[src/rtl/alu_pkg.sv]
`timescale 1ns/1ps
package alu_pkg;
  localparam int OP_W = 4;

  typedef enum logic [OP_W-1:0] {
    OP_ADD  = 4'd0,
    OP_SUB  = 4'd1,
    OP_AND  = 4'd2,
    OP_OR   = 4'd3,
    OP_NOR  = 4'd4,
    OP_SLL  = 4'd5,
    OP_SRL  = 4'd6,
    OP_SLT  = 4'd7,
    OP_SLTU = 4'd8,
    OP_LUI  = 4'd9
  } alu_op_e;

  localparam logic [OP_W-1:0] OP_LAST = 4'd9;
endpackage

[src/rtl/alu_addsub.sv]
`timescale 1ns/1ps
// Shared adder: add, subtract, and both less-than compares from one carry chain.
module alu_addsub #(
  parameter int W = 32
) (
  input  logic [W-1:0] a,
  input  logic [W-1:0] b,
  input  logic         sub,
  output logic [W-1:0] sum,
  output logic         lt_signed,
  output logic         lt_unsigned
);
  logic [W-1:0] b_eff;
  logic [W:0]   full;

  always_comb begin
    b_eff = sub ? ~b : b;
    full  = {1'b0, a} + {1'b0, b_eff} + {{W{1'b0}}, sub};
    sum   = full[W-1:0];
    // Borrow means A < B unsigned (valid when sub is set).
    lt_unsigned = ~full[W];
    // Differing signs decide directly; equal signs cannot overflow.
    lt_signed = (a[W-1] ^ b[W-1]) ? a[W-1] : full[W-1];
  end
endmodule

[src/rtl/alu_shifter.sv]
`timescale 1ns/1ps
// Logarithmic logical shifter, one stage per shift-amount bit.
module alu_shifter #(
  parameter int W   = 32,
  parameter int SHW = $clog2(W)
) (
  input  logic [W-1:0]   din,
  input  logic [SHW-1:0] amt,
  input  logic           go_left,
  output logic [W-1:0]   dout
);
  logic [W-1:0] stg [0:SHW];

  assign stg[0] = din;

  for (genvar i = 0; i < SHW; i++) begin : g_stage
    localparam int DIST = 1 << i;
    always_comb begin
      if (!amt[i])
        stg[i+1] = stg[i];
      else if (go_left)
        stg[i+1] = stg[i] << DIST;
      else
        stg[i+1] = stg[i] >> DIST;
    end
  end

  assign dout = stg[SHW];
endmodule

[src/rtl/alu_logic.sv]
`timescale 1ns/1ps
// Bitwise unit: AND, OR and the single inverting primitive, NOR.
module alu_logic #(
  parameter int W = 32
) (
  input  logic [W-1:0] a,
  input  logic [W-1:0] b,
  output logic [W-1:0] and_o,
  output logic [W-1:0] or_o,
  output logic [W-1:0] nor_o
);
  always_comb begin
    and_o = a & b;
    or_o  = a | b;
    nor_o = ~(a | b);
  end
endmodule

[src/rtl/int_alu.sv]
`timescale 1ns/1ps
module int_alu
  import alu_pkg::*;
#(
  parameter int W   = 32,
  parameter int SHW = $clog2(W)
) (
  input  logic            clk,
  input  logic            rst,
  input  logic [OP_W-1:0] op_sel,
  input  logic [W-1:0]    opnd_a,
  input  logic [W-1:0]    opnd_b,
  input  logic [SHW-1:0]  shamt,
  output logic [W-1:0]    result,
  output logic            zero
);
  localparam int HALF = W / 2;

  logic [W-1:0] sum_w, sh_w, and_w, or_w, nor_w;
  logic         lt_s, lt_u, is_add, is_left;
  logic [W-1:0] nxt_res;

  assign is_add  = (op_sel == OP_ADD);
  assign is_left = (op_sel == OP_SLL);

  alu_addsub #(.W(W)) u_addsub (
    .a(opnd_a), .b(opnd_b), .sub(!is_add),
    .sum(sum_w), .lt_signed(lt_s), .lt_unsigned(lt_u)
  );

  alu_shifter #(.W(W), .SHW(SHW)) u_shift (
    .din(opnd_b), .amt(shamt), .go_left(is_left), .dout(sh_w)
  );

  alu_logic #(.W(W)) u_logic (
    .a(opnd_a), .b(opnd_b), .and_o(and_w), .or_o(or_w), .nor_o(nor_w)
  );

  always_comb begin
    case (op_sel)
      OP_ADD, OP_SUB: nxt_res = sum_w;
      OP_AND:         nxt_res = and_w;
      OP_OR:          nxt_res = or_w;
      OP_NOR:         nxt_res = nor_w;
      OP_SLL, OP_SRL: nxt_res = sh_w;
      OP_SLT:         nxt_res = {{(W-1){1'b0}}, lt_s};
      OP_SLTU:        nxt_res = {{(W-1){1'b0}}, lt_u};
      OP_LUI:         nxt_res = {opnd_b[HALF-1:0], {HALF{1'b0}}};
      default:        nxt_res = '0;
    endcase
  end

  always_ff @(posedge clk) begin
    if (rst) begin
      result <= '0;
      zero   <= 1'b1;
    end else begin
      result <= nxt_res;
      zero   <= (nxt_res == '0);
    end
  end

  // equal operands on subtract must flag zero for branch-equal.
  a_r3_sub_equal_zero: assert property (@(posedge clk) disable iff (rst)
    (op_sel == OP_SUB && opnd_a == opnd_b) |=> (zero && result == '0));

  // flag and result agree every cycle.
  a_r11_flag_matches: assert property (@(posedge clk) disable iff (rst)
    zero == (result == '0));

  // compares are zero-extended.
  a_r8_compare_extended: assert property (@(posedge clk) disable iff (rst)
    (op_sel == OP_SLT || op_sel == OP_SLTU) |=> (result[W-1:1] == '0));

  // a non-zero right shift always clears the top bit.
  a_r7_srl_top_clear: assert property (@(posedge clk) disable iff (rst)
    (op_sel == OP_SRL && shamt != '0) |=> !result[W-1]);

  // upper placement clears the low half.
  a_r10_lui_low_clear: assert property (@(posedge clk) disable iff (rst)
    (op_sel == OP_LUI) |=> (result[HALF-1:0] == '0));

  // unused codes give zero.
  a_r12_unused_zero: assert property (@(posedge clk) disable iff (rst)
    (op_sel > OP_LAST) |=> (result == '0 && zero));
endmodule

[config.mk]
export PLATFORM = sky130hd
export DESIGN_NAME = int_alu
export DESIGN_NICKNAME = d
export VERILOG_FILES = /design/src/rtl/alu_pkg.sv /design/src/rtl/alu_addsub.sv /design/src/rtl/alu_shifter.sv /design/src/rtl/alu_logic.sv /design/src/rtl/int_alu.sv
export SDC_FILE = /design/constraint.sdc
export NUM_CORES = 1
export LEC_CHECK = 0
export ABC_AREA = 1
export ABC_CLOCK_PERIOD_IN_PS = 9800
export BUFFER_PORTS_ARGS = -buffer_cell sky130_fd_sc_hd__buf_4
export CORE_ASPECT_RATIO = 0.8
export CORE_MARGIN = 2
export CORE_UTILIZATION = 65
export DETAILED_ROUTE_END_ITERATION = 6
export PLACE_DENSITY = 0.9
export SYNTH_ARGS = -nofsm -noshare
export SYNTH_HDL_FRONTEND = slang
export SYNTH_SLANG_ARGS = --single-unit
[constraint.sdc]
create_clock -name clk -period 9.8 [get_ports clk]
set_input_delay 1.96 -clock clk [delete_from_list [all_inputs] [get_ports clk]]
set_output_delay 1.96 -clock clk [all_outputs]
set_load 0.02 [all_outputs]
==> results.json <==
{
  "status": "complete, but fails checks",
  "failed_checks": "DRC",
  "ctsHoldBuffers": 0,
  "critPathKind": "primary input to register",
  "synth_area_mm2": 0.00764,
  "initial_core_util_pct": 66.6,
  "vias": 11000,
  "area_growth_pct": 10.9,
  "fillCellCount": 1043,
  "grtUsageTotal_pct": 51.6,
  "antenna_found_initial": 0,
  "setup_viol": 0,
  "endpoint_kind": "register",
  "arrival_ps": 5540,
  "async_reset_ff_share_pct": 0,
  "cp_top_family": "simple AND/OR/NAND/NOR gates",
  "hold_class": "primary input to register",
  "p_sw_share_pct": 49.1,
  "timing.final.ws_setup_ps": 4420,
  "yosys_warnings": 0,
  "postLayoutCellArea_mm2": 0.00847,
  "seq_power_share_pct": 18.1,
  "crit_path_max_incr_delay_ps": 950,
  "tightest_slew_ps": 1190,
  "synth-main-ff-cell": "dfxtp_1",
  "finalHoldViolCount": 0,
  "post_cts_resized": 0,
  "port_buffers": 107,
  "avgSynthCellArea_um2": 5.35,
  "drt_pre_antenna_iters": 7,
  "ir_drop_mv": 0.128,
  "synth_seq_cells": 33,
  "wirelength_um": 33500,
  "ys_seq_area_share_pct": 8.65,
  "whs_ps": 2010,
  "gp_congestion": 1.17,
  "ys_types": 49,
  "h-tree-depth": 2,
  "numCtsBuffers": 5,
  "syn-num-nets": 1540,
  "switching_power_w": 0.000397,
  "hpwlAfterDp_um": 26000,
  "clock_sinks": 33,
  "postCtsSetupBuffers": 0,
  "io-pin-count": 108,
  "drv_cap": 0,
  "final.setup.tns_ps": 0,
  "grt_max_degree": 49,
  "antenna_cells": 0,
  "p_per_area_mw_per_mm2": 95.5,
  "worstSetupStartpointType": "primary input",
  "synthCells": 1428,
  "fmax_mhz": 186,
  "die_h_um": 101,
  "rsz0062_at_grt": "no",
  "timing.final.crit_share_pct": 54.9,
  "layout_common_cells": "nand2_1, nor2_1, nand3_1",
  "p_clk_share_pct": 23.2,
  "vias_per_cell": 6.75,
  "internal_power_w": 0.000412,
  "pre_cts_ws_ps": 4350,
  "layoutNonFillerInstCount": 1625,
  "cp.required_ps": 9970,
  "dp.cells": 1617,
  "cp_common_cell": "nand2_1",
  "post_drt_wl_per_cell_um": 20.6,
  "cts-root-buf": "clkbuf_16",
  "crit_start": "shamt[0]",
  "drive_gt1_share_pct": 11.0,
  "drtAntennaViolNets": 0,
  "crit_buf_inv": 2,
  "crit_fanout": 48,
  "overflow": 0,
  "die_area_mm2": 0.0126,
  "row_count": 35,
  "cts_tree": "built",
  "relSlewSlack_pct": 20.3,
  "finalCriticalPeriod_ps": 5380,
  "crit_chain": "buf_4 > clkinv_1 > nor2_8 > nand2_1 > nand2_1 > nand2_1 > nand2_1 > a21boi_0 > nand3_1 > nand2_1 > nand2_1 > nand3_1 > nor2_1 > nand2_1 > nor2_1 > nand2_1 > nor2_1 > nand2_1 > nand2_1",
  "grt_pass1_wl_um": 51700,
  "grt_pass1_vias": 9678,
  "layout_commonest_cell": "nand2_1",
  "slowest_stage": "clkinv_1",
  "clk_pin_slew_ps": 70,
  "drtIter0Drc": 2164,
  "synth_edf_count": 0,
  "comb_power_share_pct": 58.7,
  "drc": 61,
  "drv_slew": 0,
  "min_from": "rst",
  "die-width_um": 125,
  "power.leakage_nw": 4.17,
  "dpl-instance-area_mm2": 0.00830,
  "core_area_mm2": 0.0115,
  "final_nets": 1588,
  "clock_path_buffers": 2
}
==> power by group through the flow <==
stage	Combinational, W	Clock (W)	Sequential, W
after floorplan	0.000285	0	0.000161
after global placement	0.000440	0	0.000149
after detailed placement	0.000443	0	0.000149
after CTS	0.000447	0.000183	0.000147
after global routing	0.000508	0.000188	0.000147
final	0.000475	0.000188	0.000147
==> synthesized netlist by cell type (9+ instances only) <==
library cell  number  share of area (%)
nand3_1          166                 11
nor2_1           169                8.3
xor2_1            31                3.6
ha_1              36                5.9
clkbuf_1          32                1.6
nand2_1          434                 21
buf_2             20                1.3
dfxtp_1           33                8.6
a31oi_1           11               0.90
nor3_1            11               0.72
buf_6              9                1.3
o21ai_0           87                5.7
a211oi_1          13                1.3
inv_1             98                4.8
nand3_2           14                1.8
nand4_1           97                7.9
a21oi_1           77                5.0
==> final cells by class <==
class	count	area, um2	share of cell area (%)
Inverter	104	390	4.61
Timing Repair Buffer	113	848	10.0
Sequential cell	33	661	7.80
Tap cell	148	185	2.19
Clock inverter	3	46.3	0.546
Clock buffer	5	125	1.48
Multi-Input combinational cell	1219	6220	73.4
==> stage by stage <==
step	total power [W]	util, %
after global routing	0.000842	73.8
final	0.000809	73.8
after global placement	0.000589	72.3
after detailed placement	0.000593	72.3
after CTS	0.000777	73.8
after floorplan	0.000446	-
==> path summary, 6_finish.rpt <==
check  depth (start not counted)  slack, ps   endpoint
max                           19       4420       zero
min                            2       2010  result[6]
==> routing by layer <==
metal / GRT usage (%) / up-vias / part of all wire, %
li1: - / 4968 / -
met1: 66.9 / 4748 / 36
met2: 72.6 / 1031 / 38
met3: 20.5 / 215 / 19
met4: 29.3 / 0 / 7.4
met5: 0 / - / 0
==> cells by family (layout without fill, tap and decap cells) <==
logic type / count (synthesis) / after routing / share of synthesized area [%]
AOI/OAI and AO/OA: 234 / 234 / 17.8
xor gates and xnor gates: 32 / 32 / 3.67
adders and majority gates: 37 / 37 / 6.16
buffers and inverters: 176 / 225 / 10.0
DFF: 33 / 33 / 8.65
and+or+nand+nor: 916 / 916 / 53.7
==> state kept, by name, indices dropped and copies added (netlist names) <==
register,cells
result,32
zero,1
Note: power is estimated with default switching activity, not from simulation.
